<file path="config.mk">
export PLATFORM = sky130hd
export DESIGN_NAME = bxc_ctrl
export DESIGN_NICKNAME = d
export VERILOG_FILES = /design/src/rtl/bxc_pkg.sv /design/src/rtl/bxc_sync.sv /design/src/rtl/bxc_tx_guard.sv /design/src/rtl/bxc_wake_filter.sv /design/src/rtl/bxc_ctrl.sv
export SDC_FILE = /design/constraint.sdc
export NUM_CORES = 1
export LEC_CHECK = 0
export ABC_AREA = 1
export BUFFER_PORTS_ARGS = -buffer_cell sky130_fd_sc_hd__buf_4
export CAP_MARGIN = 20
export CORE_MARGIN = 10
export CORE_UTILIZATION = 59
export DETAILED_ROUTE_END_ITERATION = 8
export GPL_ROUTABILITY_DRIVEN = 0
export GPL_TIMING_DRIVEN = 0
export PLACE_DENSITY = 0.79
export SYNTH_ARGS = -nofsm -noshare
export SYNTH_HDL_FRONTEND = slang
export SYNTH_SLANG_ARGS = --single-unit
</file>
<file path="constraint.sdc">
create_clock -name clk -period 1.8 [get_ports clk]
set_clock_uncertainty 0.05 [all_clocks]
set_input_delay 0.27 -clock clk [delete_from_list [all_inputs] [get_ports clk]]
set_output_delay 0.27 -clock clk [all_outputs]
set_load 0.01 [all_outputs]
</file>
<file path="src/rtl/bxc_pkg.sv">
package bxc_pkg;
  // Dominant time-out length in clock cycles.
  function automatic int unsigned tmo_cycles(int unsigned cyc_per_us, int unsigned tmo_us);
    return cyc_per_us * tmo_us;
  endfunction

  // Counter width able to hold the value lim.
  function automatic int unsigned cnt_width(int unsigned lim);
    return (lim < 2) ? 1 : $clog2(lim + 1);
  endfunction
endpackage

</file>
<file path="src/rtl/bxc_sync.sv">
module bxc_sync #(
  parameter int unsigned W = 3,
  parameter logic [W-1:0] RST_VAL = '0
) (
  input  logic         clk,
  input  logic         rst_n,
  input  logic [W-1:0] d,
  output logic [W-1:0] q
);
  for (genvar i = 0; i < W; i++) begin : g_bit
    logic [1:0] st;
    always_ff @(posedge clk or negedge rst_n) begin
      if (!rst_n) st <= {2{RST_VAL[i]}};
      else        st <= {st[0], d[i]};
    end
    assign q[i] = st[1];
  end
endmodule

</file>
<file path="src/rtl/bxc_tx_guard.sv">
module bxc_tx_guard #(
  parameter int unsigned TMO_CYC = 1000
) (
  input  logic clk,
  input  logic rst_n,
  input  logic txd_s,
  input  logic stby_s,
  output logic drv_en,
  output logic drv_dom,
  output logic tmo_flag,
  output logic tx_rise
);
  localparam int unsigned CW = bxc_pkg::cnt_width(TMO_CYC);
  localparam logic [CW-1:0] LAST = CW'(TMO_CYC - 1);

  logic          txd_q;
  logic          armed;
  logic          tmo;
  logic [CW-1:0] cnt;

  assign tx_rise  = txd_s & ~txd_q;
  assign drv_en   = ~stby_s & armed & ~tmo;
  assign drv_dom  = drv_en & ~txd_s;
  assign tmo_flag = tmo;

  always_ff @(posedge clk or negedge rst_n) begin
    if (!rst_n) begin
      txd_q <= 1'b1;
      armed <= 1'b0;
      tmo   <= 1'b0;
      cnt   <= '0;
    end else begin
      txd_q <= txd_s;
      // arm only after transmit has been seen high in normal mode
      if (stby_s)     armed <= 1'b0;
      else if (txd_s) armed <= 1'b1;
      // time-out is cleared only by a transmit rising edge
      if (tx_rise)                    tmo <= 1'b0;
      else if (drv_dom && cnt == LAST) tmo <= 1'b1;
      cnt <= drv_dom ? cnt + 1'b1 : '0;
    end
  end
endmodule

</file>
<file path="src/rtl/bxc_wake_filter.sv">
module bxc_wake_filter #(
  parameter int unsigned WAKE_CYC = 8
) (
  input  logic clk,
  input  logic rst_n,
  input  logic bus_s,
  output logic wake_hit
);
  localparam int unsigned RW = bxc_pkg::cnt_width(WAKE_CYC);
  localparam logic [RW-1:0] SAT = RW'(WAKE_CYC);

  logic [RW-1:0] run;

  always_ff @(posedge clk or negedge rst_n) begin
    if (!rst_n)     run <= '0;
    else if (bus_s) run <= (run == SAT) ? run : run + 1'b1;
    else            run <= '0;
  end

  assign wake_hit = (run == SAT);
endmodule

</file>
<file path="src/rtl/bxc_ctrl.sv">
module bxc_ctrl #(
  parameter int unsigned CYC_PER_US = 250,
  parameter int unsigned TMO_US     = 450,
  parameter int unsigned WAKE_CYC   = 2 * CYC_PER_US
) (
  input  logic clk,
  input  logic rst_n,
  input  logic txd_in,
  input  logic stby_in,
  input  logic bus_dom_in,
  output logic drv_en_o,
  output logic drv_dom_o,
  output logic rxd_o,
  output logic tmo_flag_o
);
  localparam int unsigned TMO_CYC = bxc_pkg::tmo_cycles(CYC_PER_US, TMO_US);

  logic [2:0] raw_in, syn_in;
  logic txd_s, stby_s, bus_s;
  logic tx_rise, wake_hit;

  assign raw_in = {bus_dom_in, stby_in, txd_in};

  // reset values: bus recessive, standby, transmit idle high
  bxc_sync #(.W(3), .RST_VAL(3'b011)) u_sync (
    .clk(clk), .rst_n(rst_n), .d(raw_in), .q(syn_in)
  );

  assign txd_s  = syn_in[0];
  assign stby_s = syn_in[1];
  assign bus_s  = syn_in[2];

  bxc_tx_guard #(.TMO_CYC(TMO_CYC)) u_guard (
    .clk(clk), .rst_n(rst_n), .txd_s(txd_s), .stby_s(stby_s),
    .drv_en(drv_en_o), .drv_dom(drv_dom_o), .tmo_flag(tmo_flag_o),
    .tx_rise(tx_rise)
  );

  bxc_wake_filter #(.WAKE_CYC(WAKE_CYC)) u_wake (
    .clk(clk), .rst_n(rst_n), .bus_s(bus_s), .wake_hit(wake_hit)
  );

  assign rxd_o = stby_s ? ~wake_hit : ~bus_s;
endmodule

</file>
# == Yosys cells after proc, flatten, opt, wreduce, memory -nomap -nowiden ==
# Cells that the tools add are included.
# Widths: inputs -> output; s select.
# totals
out_inout_bits,4
in_bits,5
regBits,35
word_cells,34
# op_classes
reduce_logical,3
n_bitwise,10
n_addsub,2
muxes,8
eq_ne,3
# ops
cell,count
$mux 9,2
$add 17x1->17 const B,1
$eq 17x17->1 const B,1
$mux 17,1
$add 9x1->9 const B,1
$eq 9x9->1 const B,1
$not 1->1,6
$mux 1,5
$and 1x1->1,4
$reduce_bool 2->1,2
$ne 2x2->1 const B,1
$logic_and 1x1->1,1

# == Depth between registers and ports, before layout ==
# depth
word_depth,7
mapped_depth,8
depth_no_buf,8

# == By module ==
# Synthesis repeated with hierarchy kept, for this count alone.
# unflattened
hier_cells,230
area_unflattened_um2,1811.7
# by_module_without_submodules
mod,n_inst,area_per_inst_um2,seq_area_each_um2,cells_per_inst
bxc_tx_guard,1,1098.6,501.7,150
bxc_wake_filter,1,513.0,225.2,65
bxc_sync,1,177.7,155.1,9
bxc_ctrl,1,22.5,0.0,6

# == Least setup slack after synthesis ==
# OpenSTA, ideal clock, no wires.
# synth_path
path_kind,flip-flop to output port
from,reg u_wake.run[0]
to,out rxd_o
setup_slack_ps,431
t_arrival_ps,1049
t_required_ps,1480
n_path_buf,0
stages_incl_launch_ff,6
path_cell_list,dfrtp_1 inv_1 ha_1 nand3_1 nor2_2 o21ai_0
# synth_between
elab_chain_cells,3
# synth_lines
item,line,source
start: declaration,bxc_wake_filter.sv:12,logic [RW-1:0] run;
start signal: assignment,bxc_wake_filter.sv:16,else if (bus_s) run <= (run == SAT) ? run : run + 1'b1;
$eq 9x9->1,bxc_wake_filter.sv:20,assign wake_hit = (run == SAT);
$not 1->1,bxc_ctrl.sv:43,assign rxd_o = stby_s ? ~wake_hit : ~bus_s;
$mux 1,bxc_ctrl.sv:43,
end: declaration,bxc_ctrl.sv:13,"output logic rxd_o,"
# Every way passes these cells.

# == Worst setup path after layout ==
# layout_path
from,reg u_wake.run[1]
to,out rxd_o
# Same word-level chain as after synthesis.

==> results <==
- The flow ran to the end, and the final reports show no timing, DRC or antenna violations.
- The final wirelength is 3450 µm.
- The final count of negative-setup-slack endpoints is 0.
- The final standard cell area without fillers is around 2000 µm².
- The pin count of the biggest net entering global routing is 36.
- In this run the power density over the cells is approximately 750 nW/µm².
- TritonCTS built the clock tree.
- The proportion of register bits with asynchronous set or reset after synthesis is 1.00.
- The path type of the worst min-delay path is flip-flop to flip-flop.
- After the last flow step, the layout net total stands at ~240.
- The share of the core filled with cells is 0.714.
- The post-synthesis area per instance is 7.86 µm².
- The worst hold path begins at u_sync.g_bit[0].st[0].
- The number of global-route vias before repair was 1438.
- In the routed layout, each cell is associated on average with a via count of approximately 5.4.
- The number of hold violations in the final report was 0.
- The share of total power dissipated in sequential elements is 0.558.
- The transition time at the pin with the least slew margin is 0.424 ns.
- Synthesis inferred 35 register bits.
- The layout cell share with drive strength beyond 1 is 0.152.
- The number of different library cells used by synthesis comes to 19.
- Port buffering added 8 buffers.
- The share of total power dissipated in combinational logic is 0.057.
- Summed over all instances, the cell type with the most area after synthesis is sky130_fd_sc_hd__dfrtp_1.
- Counting buffers and inverters, the worst setup path is 6 cells deep.
- Including well taps, the total number of placed cells is 252.
- The multi-input combinational cells in the finished layout cover a total of ~700 µm².
- The first detailed-routing pass ran for 4 iterations.
- The portion of the post-synthesis area used by sequential elements is 0.527.
- The maximum level of the CTS H-tree is 2.
- On the critical path, the stage with the largest delay is an instance of sky130_fd_sc_hd__dfrtp_1.
- The category of cells accounting for the largest share of critical-path delay is flip-flops.
- In this run the remaining antenna-violating nets after routing total 0.
- The number of clock buffers inserted by TritonCTS is 5.
- The final critical-path required period is roughly 1.8 ns.
- The critical-path maximum fanout is 4.
- Setup repair after global routing could not meet its margin everywhere.
- In the synthesized netlist, the cells that appear most often are 49 x sky130_fd_sc_hd__nand2_1, 45 x sky130_fd_sc_hd__nor2_1, 30 x sky130_fd_sc_hd__dfrtp_1, 26 x sky130_fd_sc_hd__inv_1, 12 x sky130_fd_sc_hd__nand3_1.
- At the worst endpoint, the required time is roughly 1.5 ns.
- The count of final max-slew check failures is 0.
- The leading cell type by number of instances after synthesis is sky130_fd_sc_hd__nand2_1.
- From synthesis to final layout, the design area changed by 16.6%.
- The first global-routing pass estimated roughly 6100 µm of wire.
- The overall power consumption is approximately 1.5 mW.
- In this run the vertical extent of the chip is ~73 µm.
- For this run, the number of Yosys warnings is 0.
- The remaining routing DRC violations is 0.
- After technology mapping, the gate count stands at 213.
- In this run the critical register-to-register path is launched from u_wake.run[0].
- The clock latency reported for the late side of the worst-skew pair is about 0.35 ns.
- The worst path arrival time is about 1.4 ns.
- After the first detailed-routing iteration, the DRC count stood at 72.
- The type of origin of the critical path is a flip-flop.
- The total routing usage reported by global routing is 0.143.
- Counting flops with a built-in enable in the synthesized netlist gives 0.
- The filler cells instantiated in the layout total ~220.
- The region available for standard cell placement spans around 2700 µm².
- Synthesis produced a netlist with a net count of between 200 and 250.
- The worst setup path is of the flip-flop to output port kind.
- Summed over all nets, the half-perimeter wirelength after detailed placement is about 2500 µm.
- The number of buffers between clock root and the deepest sink is 2.
- The number of vias in the routed layout is 1446.
- The leakage power total is between 0.8 and 0.9 nW.
- The worst hold path stage count is 0.
- The signal on the critical path passes through inv_1 > ha_2 > nand3_2 > nor2_4 > o21ai_1 > buf_4.
- The width of the die is about 73 µm.
- The number of antenna diodes in the final layout is 0.
- The master cell of the clock root buffer is sky130_fd_sc_hd__clkbuf_4.
- The number of cell rows is 19.
- Counting both buffers and inverters, the worst setup path holds a total of 2.
- The top flip-flop cell by instance count after synthesis is sky130_fd_sc_hd__dfrtp_1.
- The switching power share of the total is 0.227.
- In this run the register-to-register setup slack is between 0.2 and 0.3 ns.
- The number of antenna violations at the first check in global routing is 0.
- The I/O pin count is 9.
- The flip-flop and latch area is slightly below 900 µm².
- After clock tree synthesis, the clock-pin slew on the worst setup and hold paths is roughly 0.11 ns.
- The area enclosed by the die boundary is 5370 µm².
- The share of power burned in the clock network is 0.385.
- The worst stage delay on the critical path is between 0.4 and 0.5 ns.
- In the final timing run, aggregate negative setup slack is 0 ns.
- The number of sinks on the clock net is 35.
- The upper clock frequency limit is 569 MHz.
- Ranked by total cell area, the synthesized netlist is headed by sky130_fd_sc_hd__dfrtp_1 45%, sky130_fd_sc_hd__nand2_1 11%, sky130_fd_sc_hd__nor2_1 10%.
- Summed over all layers, the global routing overflow is 0.
- The switching power is 334 µW.
- The placement-stage cell area is 1770 µm².
- Internal power comes to about 1.1 mW.
- The effective utilization at floorplan is 0.612.
- The fraction of synthesized cell area taken by the top area cell type is 0.448.
- The type of destination of the critical path is an output port.
- The cell area that synthesis handed to floorplanning was 1670 µm².
- The worst pin sits at a relative slew slack of 0.717.
- The number of maximum-capacitance violations is 0.
- The number of standard cells in the final layout excluding fillers is approximately 270.
- After detailed routing, the average wire length per cell comes to 12.9 µm.
- The launch point of the critical path is u_wake.run[1].
- The number of cells on the worst reg-to-reg path is 8.
- The share of the clock period used by the worst path after layout is 0.976.
- The maximum resistive drop on vdd is 0.833 mV.
## cell type report
type,instances,share of cell area
Inverter,26,0.0500
Clock inverter,3,0.0224
Multi-Input combinational cell,150,0.360
Timing Repair Buffer,17,0.0705
Buffer,1,0.00577
Sequential cell,35,0.452
Clock buffer,5,0.0192
Tap cell,31,0.0199
## state kept, by name (all words and copies together) (netlist names)
register          flops
u_sync.g_bit.st       6
u_guard.cnt          17
u_guard.armed         1
u_guard.tmo_flag      1
u_guard.txd_q         1
u_wake.run            9
## cells by family (layout without fill, tap and decap cells)
kind of cell | Yosys count | in the layout | share of synthesized area
AOI/OAI and AO/OA | 22 | 22 | 0.0680
and+or+nand+nor | 123 | 123 | 0.307
xor gates and xnor gates | 2 | 2 | 0.0105
buffers and inverters | 28 | 52 | 0.0650
DFF | 35 | 35 | 0.527
adders and majority gates | 3 | 3 | 0.0224
## path summary, 6_finish.rpt
kind,endpoint
hold reg to reg,u_sync.g_bit[0].st[1]
max in group asynchronous,u_sync.g_bit[1].st[1]
min in group asynchronous,u_guard.cnt[12]
hold / removal,u_sync.g_bit[0].st[1]
setup / recovery,rxd_o
setup reg to reg,u_wake.run[8]
## stage by stage
step	hold WS [ns]	setup slack, ns
final	0.314	0.0440
after global routing	0.318	-0.0313
after CTS	0.316	0.00345
after detailed placement	0.192	0.271
after global placement	0.185	0.315
after floorplan	-0.0756	0.431
## cell usage in the layout (no fill, tap or decap), types with 8 or more instances in the layout
cell	netlist	final
sky130_fd_sc_hd__a21oi_1	8	8
sky130_fd_sc_hd__buf_4	1	13
sky130_fd_sc_hd__dfrtp_1	30	30
sky130_fd_sc_hd__inv_1	26	25
sky130_fd_sc_hd__nand2_1	49	49
sky130_fd_sc_hd__nand3_1	12	10
sky130_fd_sc_hd__nand4_1	9	9
sky130_fd_sc_hd__nor2_1	45	44
sky130_fd_sc_hd__o21ai_0	10	9
## power by group through the flow
stage	sequential (mW)	combinational (mW)	clock (mW)
floorplan	0.831	0.0303	0
global placement	0.832	0.0616	0
detailed placement	0.834	0.0650	0
CTS	0.818	0.0755	0.576
global route	0.823	0.0943	0.606
finish	0.820	0.0844	0.567
## worst reg2reg max path: stages (launching register included)
cell,delay [ns]
sky130_fd_sc_hd__dfrtp_1,0.39
sky130_fd_sc_hd__buf_4,0.12
sky130_fd_sc_hd__buf_4,0.11
sky130_fd_sc_hd__ha_1,0.18
sky130_fd_sc_hd__nand3_1,0.15
sky130_fd_sc_hd__nor3_1,0.23
sky130_fd_sc_hd__nand2_1,0.10
sky130_fd_sc_hd__nand2_1,0.07
sky130_fd_sc_hd__nor2_1,0.04
## layer usage
layer	up-vias	wire length [µm]	global-route usage
met1	685	1440	0.146
met4	0	64	0.0654
met5	-	0	0
met2	27	1810	0.253
met3	8	136	0.0498
li1	726	-	-
## what timing repair did
item	in CTS	in global routing
resized for setup	0	8
hold buffers	4	0
buffers inserted	2	3
hold endpoints to repair	33	0
pin swaps	1	3
setup endpoints to repair	1	2
No activity file was read; power rests on OpenSTA's default activity.
